File: src/rtl/pfq_pkg.sv
package pfq_pkg;
  localparam logic [7:0] OPC_TX_LOAD  = 8'hA0;
  localparam logic [7:0] OPC_RX_READ  = 8'h61;
  localparam logic [7:0] OPC_TX_FLUSH = 8'hE1;
  localparam logic [7:0] OPC_RX_FLUSH = 8'hE2;
  localparam logic [7:0] OPC_REUSE    = 8'hE3;
  localparam logic [7:0] OPC_STATUS   = 8'h17;

  typedef enum logic [2:0] {HM_OPC, HM_TXLD, HM_RXRD, HM_STAT, HM_SKIP} host_mode_t;
  typedef enum logic [1:0] {TS_IDLE, TS_SEND, TS_WAIT} tx_state_t;
endpackage

File: src/rtl/pfq_queue.sv
module pfq_queue #(
  parameter int DEPTH = 3,
  parameter int MAXB  = 32,
  parameter int LENW  = 6
) (
  input  logic            clk,
  input  logic            rst,
  input  logic            flush,
  input  logic [LENW-1:0] len,
  input  logic            wr_begin,
  input  logic            wr_en,
  input  logic [7:0]      wr_data,
  input  logic            wr_abort,
  input  logic            rd_en,
  input  logic            pop,
  output logic [7:0]      rd_data,
  output logic            q_empty,
  output logic            q_full
);
  localparam int SLW  = (DEPTH > 1) ? $clog2(DEPTH) : 1;
  localparam int IDXW = $clog2(MAXB);
  localparam int CNTW = $clog2(DEPTH + 1);
  localparam int AW   = $clog2(DEPTH * MAXB);

  logic [7:0]      mem [DEPTH*MAXB];
  logic [SLW-1:0]  wr_ptr, rd_ptr;
  logic [CNTW-1:0] cnt, cnt_nxt;
  logic            wr_act;
  logic [IDXW-1:0] wr_idx, rd_idx, wr_cur;
  logic            wr_go, wr_fire, wr_last, rd_fire, rd_last, pop_fire;

  function automatic logic [SLW-1:0] slot_next(input logic [SLW-1:0] s);
    return (s == SLW'(DEPTH - 1)) ? '0 : s + SLW'(1);
  endfunction

  function automatic logic [AW-1:0] addr_of(input logic [SLW-1:0] s, input logic [IDXW-1:0] i);
    return AW'(s) * AW'(MAXB) + AW'(i);
  endfunction

  always_comb begin
    wr_go    = wr_begin ? !q_full : wr_act;
    wr_cur   = wr_begin ? '0 : wr_idx;
    wr_fire  = wr_en && wr_go;
    wr_last  = wr_fire && (LENW'(wr_cur) == len - LENW'(1));
    rd_fire  = rd_en && !q_empty;
    rd_last  = (LENW'(rd_idx) == len - LENW'(1));
    pop_fire = pop && !q_empty;
    cnt_nxt  = cnt;
    if (wr_last && !pop_fire)      cnt_nxt = cnt + CNTW'(1);
    else if (!wr_last && pop_fire) cnt_nxt = cnt - CNTW'(1);
  end

  // storage kept free of reset so it maps onto block RAM
  always_ff @(posedge clk) begin
    if (wr_fire) mem[addr_of(wr_ptr, wr_cur)] <= wr_data;
    if (rd_fire) rd_data <= mem[addr_of(rd_ptr, rd_idx)];
  end

  always_ff @(posedge clk) begin
    if (rst || flush) begin
      wr_ptr  <= '0;
      rd_ptr  <= '0;
      cnt     <= '0;
      wr_act  <= 1'b0;
      wr_idx  <= '0;
      rd_idx  <= '0;
      q_empty <= 1'b1;
      q_full  <= 1'b0;
    end else begin
      if (wr_begin) begin
        wr_act <= !q_full;
        wr_idx <= '0;
      end
      if (wr_fire) begin
        if (wr_last) begin
          wr_act <= 1'b0;
          wr_idx <= '0;
          wr_ptr <= slot_next(wr_ptr);
        end else begin
          wr_idx <= wr_cur + IDXW'(1);
        end
      end
      if (wr_abort) wr_act <= 1'b0;
      if (rd_fire) rd_idx <= rd_last ? '0 : rd_idx + IDXW'(1);
      if (pop_fire) begin
        rd_ptr <= slot_next(rd_ptr);
        rd_idx <= '0;
      end
      cnt     <= cnt_nxt;
      q_empty <= (cnt_nxt == '0);
      q_full  <= (cnt_nxt == CNTW'(DEPTH));
    end
  end
endmodule

File: src/rtl/pfq_ce_detect.sv
module pfq_ce_detect #(
  parameter int MIN_CYC = 1250
) (
  input  logic clk,
  input  logic rst,
  input  logic ce,
  output logic trig
);
  localparam int CW = $clog2(MIN_CYC + 1);

  logic [CW-1:0] run;
  logic          ce_q;

  always_ff @(posedge clk) begin
    if (rst) begin
      run  <= '0;
      ce_q <= 1'b0;
      trig <= 1'b0;
    end else begin
      ce_q <= ce;
      trig <= ce_q && !ce && (run == CW'(MIN_CYC));
      if (!ce)                       run <= '0;
      else if (run != CW'(MIN_CYC))  run <= run + CW'(1);
    end
  end
endmodule

File: src/rtl/pfq_host_ctl.sv
module pfq_host_ctl
  import pfq_pkg::*;
#(
  parameter int LENW = 6
) (
  input  logic            clk,
  input  logic            rst,
  input  logic [LENW-1:0] len,
  input  logic            hst_cs,
  input  logic            hst_vld,
  input  logic [7:0]      hst_din,
  input  logic            tx_empty,
  input  logic            tx_full,
  input  logic            rx_empty,
  input  logic            rx_full,
  input  logic [7:0]      rx_rd_data,
  output logic            tx_wr_begin,
  output logic            tx_wr_en,
  output logic [7:0]      tx_wr_data,
  output logic            tx_wr_abort,
  output logic            tx_flush,
  output logic            rx_rd_en,
  output logic            rx_pop,
  output logic            rx_flush,
  output logic            reuse_on,
  output logic            hst_dvld,
  output logic [7:0]      hst_dout
);
  host_mode_t      mode;
  logic [LENW-1:0] bcnt;
  logic            cs_q, resp_rx_q;
  logic [7:0]      resp_q, status_byte;
  logic            acc, is_opc, in_rng;

  always_comb begin
    acc         = hst_cs && hst_vld;
    is_opc      = acc && (mode == HM_OPC);
    in_rng      = bcnt < len;
    status_byte = {1'b0, reuse_on, tx_full, tx_empty, 2'b00, rx_full, rx_empty};
    tx_wr_data  = hst_din;
    tx_wr_begin = is_opc && (hst_din == OPC_TX_LOAD);
    tx_flush    = is_opc && (hst_din == OPC_TX_FLUSH);
    rx_flush    = is_opc && (hst_din == OPC_RX_FLUSH);
    tx_wr_en    = acc && (mode == HM_TXLD) && in_rng;
    rx_rd_en    = acc && (mode == HM_RXRD) && in_rng;
    rx_pop      = rx_rd_en && (bcnt == len - LENW'(1));
    tx_wr_abort = cs_q && !hst_cs;
  end

  always_ff @(posedge clk) begin
    if (rst) begin
      mode      <= HM_OPC;
      bcnt      <= '0;
      cs_q      <= 1'b0;
      resp_rx_q <= 1'b0;
      resp_q    <= '0;
      hst_dvld  <= 1'b0;
      reuse_on  <= 1'b0;
    end else begin
      cs_q      <= hst_cs;
      hst_dvld  <= acc;
      resp_rx_q <= rx_rd_en;
      if (!hst_cs) begin
        mode <= HM_OPC;
        bcnt <= '0;
      end else if (is_opc) begin
        bcnt   <= '0;
        resp_q <= status_byte;
        if (hst_din == OPC_TX_LOAD)      mode <= HM_TXLD;
        else if (hst_din == OPC_RX_READ) mode <= rx_empty ? HM_SKIP : HM_RXRD;
        else if (hst_din == OPC_STATUS)  mode <= HM_STAT;
        else                             mode <= HM_SKIP;
        if (hst_din == OPC_REUSE) reuse_on <= 1'b1;
      end else if (acc) begin
        if (in_rng) bcnt <= bcnt + LENW'(1);
        resp_q <= (mode == HM_STAT && bcnt == '0) ? status_byte : 8'h00;
      end
      if (tx_flush || rx_flush) reuse_on <= 1'b0;
    end
  end

  assign hst_dout = resp_rx_q ? rx_rd_data : resp_q;
endmodule

File: src/rtl/pfq_payload_fifo.sv
module pfq_payload_fifo
  import pfq_pkg::*;
#(
  parameter int DEPTH      = 3,
  parameter int MAXB       = 32,
  parameter int CE_MIN_CYC = 1250,
  localparam int LENW      = $clog2(MAXB + 1)
) (
  input  logic            clk,
  input  logic            rst,
  input  logic [LENW-1:0] cfg_len,
  input  logic            hst_cs,
  input  logic            hst_vld,
  input  logic [7:0]      hst_din,
  output logic            hst_dvld,
  output logic [7:0]      hst_dout,
  input  logic            ce,
  output logic            air_tx_valid,
  output logic [7:0]      air_tx_data,
  output logic            air_tx_last,
  input  logic            air_tx_done,
  input  logic            air_rx_vld,
  input  logic            air_rx_sop,
  input  logic [7:0]      air_rx_data,
  output logic            tx_empty,
  output logic            tx_full,
  output logic            rx_empty,
  output logic            rx_full,
  output logic            reuse_on
);
  logic [LENW-1:0] len_eff, scnt;
  logic            ce_trig;
  logic            tx_wr_begin, tx_wr_en, tx_wr_abort, tx_flush, tx_rd_en, tx_pop;
  logic [7:0]      tx_wr_data, rx_rd_data;
  logic            rx_rd_en, rx_pop, rx_flush;
  tx_state_t       tstate;
  logic            last_q;

  always_comb begin
    if (cfg_len == '0)                  len_eff = LENW'(1);
    else if (cfg_len > LENW'(MAXB))     len_eff = LENW'(MAXB);
    else                                len_eff = cfg_len;
  end

  pfq_ce_detect #(.MIN_CYC(CE_MIN_CYC)) u_ce (
    .clk(clk), .rst(rst), .ce(ce), .trig(ce_trig)
  );

  pfq_host_ctl #(.LENW(LENW)) u_host (
    .clk(clk), .rst(rst), .len(len_eff),
    .hst_cs(hst_cs), .hst_vld(hst_vld), .hst_din(hst_din),
    .tx_empty(tx_empty), .tx_full(tx_full), .rx_empty(rx_empty), .rx_full(rx_full),
    .rx_rd_data(rx_rd_data),
    .tx_wr_begin(tx_wr_begin), .tx_wr_en(tx_wr_en), .tx_wr_data(tx_wr_data),
    .tx_wr_abort(tx_wr_abort), .tx_flush(tx_flush),
    .rx_rd_en(rx_rd_en), .rx_pop(rx_pop), .rx_flush(rx_flush),
    .reuse_on(reuse_on), .hst_dvld(hst_dvld), .hst_dout(hst_dout)
  );

  pfq_queue #(.DEPTH(DEPTH), .MAXB(MAXB), .LENW(LENW)) u_txq (
    .clk(clk), .rst(rst), .flush(tx_flush), .len(len_eff),
    .wr_begin(tx_wr_begin), .wr_en(tx_wr_en), .wr_data(tx_wr_data), .wr_abort(tx_wr_abort),
    .rd_en(tx_rd_en), .pop(tx_pop), .rd_data(air_tx_data),
    .q_empty(tx_empty), .q_full(tx_full)
  );

  pfq_queue #(.DEPTH(DEPTH), .MAXB(MAXB), .LENW(LENW)) u_rxq (
    .clk(clk), .rst(rst), .flush(rx_flush), .len(len_eff),
    .wr_begin(air_rx_vld && air_rx_sop), .wr_en(air_rx_vld), .wr_data(air_rx_data),
    .wr_abort(1'b0),
    .rd_en(rx_rd_en), .pop(rx_pop), .rd_data(rx_rd_data),
    .q_empty(rx_empty), .q_full(rx_full)
  );

  // transmit sequencer: stream head payload, then wait for the air side
  assign tx_rd_en = (tstate == TS_SEND);
  assign tx_pop   = (tstate == TS_WAIT) && air_tx_done && !reuse_on;

  always_ff @(posedge clk) begin
    if (rst || tx_flush) begin
      tstate       <= TS_IDLE;
      scnt         <= '0;
      air_tx_valid <= 1'b0;
      last_q       <= 1'b0;
    end else begin
      air_tx_valid <= tx_rd_en;
      last_q       <= tx_rd_en && (scnt == len_eff - LENW'(1));
      case (tstate)
        TS_IDLE: if (ce_trig && !tx_empty) begin
          tstate <= TS_SEND;
          scnt   <= '0;
        end
        TS_SEND: begin
          scnt <= scnt + LENW'(1);
          if (scnt == len_eff - LENW'(1)) tstate <= TS_WAIT;
        end
        TS_WAIT: if (air_tx_done) tstate <= TS_IDLE;
        default: tstate <= TS_IDLE;
      endcase
    end
  end

  assign air_tx_last = last_q;
endmodule

File: config.mk
export PLATFORM = sky130hd
export DESIGN_NAME = pfq_payload_fifo
export DESIGN_NICKNAME = d
export VERILOG_FILES = /design/src/rtl/pfq_pkg.sv /design/src/rtl/pfq_queue.sv /design/src/rtl/pfq_ce_detect.sv /design/src/rtl/pfq_host_ctl.sv /design/src/rtl/pfq_payload_fifo.sv
export SDC_FILE = /design/constraint.sdc
export NUM_CORES = 2
export LEC_CHECK = 0
export ABC_AREA = 1
export BUFFER_PORTS_ARGS = -buffer_cell sky130_fd_sc_hd__buf_2
export CAP_MARGIN = 20
export CORE_UTILIZATION = 45
export CTS_CLUSTER_SIZE = 30
export DETAILED_ROUTE_END_ITERATION = 10
export PLACE_DENSITY = 0.56
export RECOVER_POWER = 25
export SLEW_MARGIN = 25
export SYNTH_ARGS = -nofsm -noshare
export SYNTH_HDL_FRONTEND = slang
export SYNTH_HIERARCHICAL = 1
export SYNTH_SLANG_ARGS = --single-unit
File: constraint.sdc
create_clock -name clk -period 4.3 [get_ports clk]
set_input_delay 0.86 -clock clk [delete_from_list [all_inputs] [get_ports clk]]
set_output_delay 0.86 -clock clk [all_outputs]
set_load 0.03 [all_outputs]
==> impl_metrics.tcl <==
set metrics [dict create \
    status "finished with violations" \
    violations "max-capacitance violations, max-slew violations" \
    drive_above_1_share_pct 10.7 \
    drtPass1Iterations 5 \
    synth_cells 5538 \
    core_um2 146000 \
    start_util_pct 45.6 \
    synth_area_leaders "edfxtp_1, nor2_1, o21ai_0" \
    dp_cells 7449 \
    synth_area_um2 66700 \
    rsz0062_at_grt "false" \
    drc 0 \
    wire_per_inst_um 23.6 \
    synth_top_area_share_pct 69.9 \
    crit_family "buffers and inverters" \
    nNetsFinal 5754 \
    synth_cell_type_count 44 \
    vias_per_cell 5.69 \
    min_path_type "input port to flop" \
    htreeDepth 4 \
    grt_max_degree 265 \
    drt_iter0_markers 4402 \
    tightest_slew_ns 3.78 \
    clkTransAtPathRegs_ns 0.06 \
    io_buffers 53 \
    grt_usage_pct 24.1 \
    dieArea_um2 150000 \
    period_share_pct 87.6 \
    cts_setup_buffers 0 \
    cts_sinks 1631 \
    grt_pass1_wl_um 272000 \
    hold_viol 0 \
    slowest_stage "dlymetal6s4s_1" \
    die_h_um 387 \
    path_cells "clkbuf_1 > dlymetal6s4s_1" \
    overflow 0 \
    worstSkewPairLatency_ns 0.80 \
    setup_viol 0 \
    cts_resized 0 \
    synth_flop_cell "edfxtp_1" \
    fp.dieW_um 387 \
    diodes 0 \
    maxSlewHeadroom_pct -152 \
    timing.setup.tns_ns 0 \
    cts-hold-fix-buffers 0 \
    cp_num_buf_inv 2 \
    crit_path_end_kind "flop" \
    yosysSeqAreaShare_pct 72.2 \
    numCtsBuffers 169 \
    arrival_ns 4.05 \
    gp_congestion 0.899 \
    skew_ns 0.0241 \
    final_common_cell "edfxtp_1" \
    crit_type "input port to flop" \
    max-clock-path-buffers 3 \
    synth_top_area_cell "edfxtp_1" \
    slew_violations 716 \
    wirelength_um 183000 \
    avgSynthCellArea_um2 12.0 \
    period_needed_ns 3.76 \
    crit_fanout 50 \
    rows 140 \
    vias 44100 \
    cp.required_ns 4.58 \
    yosysWarnings 6 \
    pin_count 54 \
    syn_nets 5587 \
    mostFrequentLayoutCells "edfxtp_1, nor2_1, o21ai_0" \
    synthArstFlopShare_pct 0 \
    syn_to_final_growth_pct 12.9 \
    synth_edf_count 1552 \
    fin_cells 7757 \
    ir_worst_vdd_mv 0.369 \
    post-dp-hpwl_um 108000 \
    fmax_mhz 266 \
    slowest_delay_ns 1.73 \
    drtAntennaViolNets 0 \
    tritoncts "built" \
    first_global_vias 42600 \
    drv_cap 12 \
    leakagePower_uw 0.0251 \
    cts-root-buf "clkbuf_16" \
    antenna_found_initial 0 \
    power_density_nw_per_um2 424 \
    synth-seq-cells 1631 \
    cp-start-kind "input port" \
]
## metrics by stage
step	area (um2)	setup slack, ns	power [uW]	hold slack (ns)	util, %
floorplan	66700	0.476	18000	0.413	-
global placement	70100	-0.0825	18300	0.425	47.9
detailed placement	70100	-0.161	18300	0.422	47.9
CTS	75400	0.676	32200	0.267	51.5
global route	75400	0.337	32800	0.323	51.5
finish	75400	0.535	31900	0.307	51.5
## report_power, final
part / internal (uW) / switching [uW]
Sequential: 17400 / 5.87
Clock: 7880 / 6110
Combinational: 93.6 / 465
## worst paths after layout
| path | start | to | slack (ns) | depth (start not counted) |
|---|---|---|---|---|
| max | air_rx_data[2] | u_rxq/mem[42][2] | 0.54 | 2 |
| min | ce | u_ce/trig | 0.31 | 4 |
| max reg2reg | u_host/mode[2] | u_txq/mem[42][5] | 0.86 | 11 |
| min reg2reg | u_ce/ce_q | u_ce/trig | 0.43 | 2 |
## synthesized netlist by cell type, types with 2 or more instances
cell type and number:
inv_1 167, nand3_2 8, nand2_2 16, or2_2 9
clkbuf_1 179, nand3_1 209, ha_1 19, nand3b_1 7
o21ai_1 119, o22ai_1 203, edfxtp_1 1552, inv_2 11
nor2_2 10, buf_6 14, o21ai_0 684, mux2_2 5
buf_4 36, a211oi_1 9, xor2_1 17, nor2_4 8
buf_1 8, o211ai_1 163, nor2_1 1230, a21boi_0 2
nand3_4 2, xor2_2 2, clkinv_1 4, buf_2 97
dfxtp_1 79, nor3_1 16, nand2_4 3, o221ai_1 29
nor4_1 4, nand2_1 463, nand4_1 81, a21oi_1 65
## logic make-up (layout without fill, tap and decap cells)
group	after synthesis	after routing	synth area share, %
AO/OA/AOI/OAI	1279	1279	10.8
XOR/XNOR	20	20	0.285
adder cells (fa/ha/maj)	19	19	0.356
buffers and inverters	516	818	3.44
flip-flops	1631	1631	72.2
multiplexers	5	5	0.0844
other	1	1	0.00562
AND/OR/NAND/NOR	2067	2067	12.8
## layer usage
metal / wire length (um) / global-route usage, % / up-vias
li1: - / - / 20400
met1: 77700 / 32.5 / 21900
met2: 88100 / 39.9 / 1547
met3: 10700 / 2.99 / 317
met4: 6380 / 9.22 / 0
met5: 0 / 0 / -
## sequential cells by signal, summed over array words and instances (netlist names), 2 cells and up
register and count:
tstate 2, u_txq/cnt 2, u_txq/rd_data 8, scnt 6, u_rxq/rd_idx 5, u_ce/run 11
u_txq/rd_ptr 2, u_rxq/wr_ptr 2, u_rxq/rd_data 8, u_rxq/cnt 2, u_txq/wr_ptr 2, u_host/bcnt 6
u_txq/rd_idx 5, u_rxq/mem 768, u_host/resp_q 5, u_rxq/wr_idx 5, u_host/mode 3, u_txq/mem 768
u_rxq/rd_ptr 2, u_txq/wr_idx 5
## layout make-up
type | instances | area, um2
Clock buffer | 219 | 4500
Clock inverter | 87 | 733
Inverter | 182 | 701
Multi-Input combinational cell | 3391 | 16200
Timing Repair Buffer | 330 | 2570
Tap cell | 1917 | 2400
Fill cell | 12800 | 71100
Sequential cell | 1631 | 48200
Note: power is estimated with default switching activity, not from simulation.
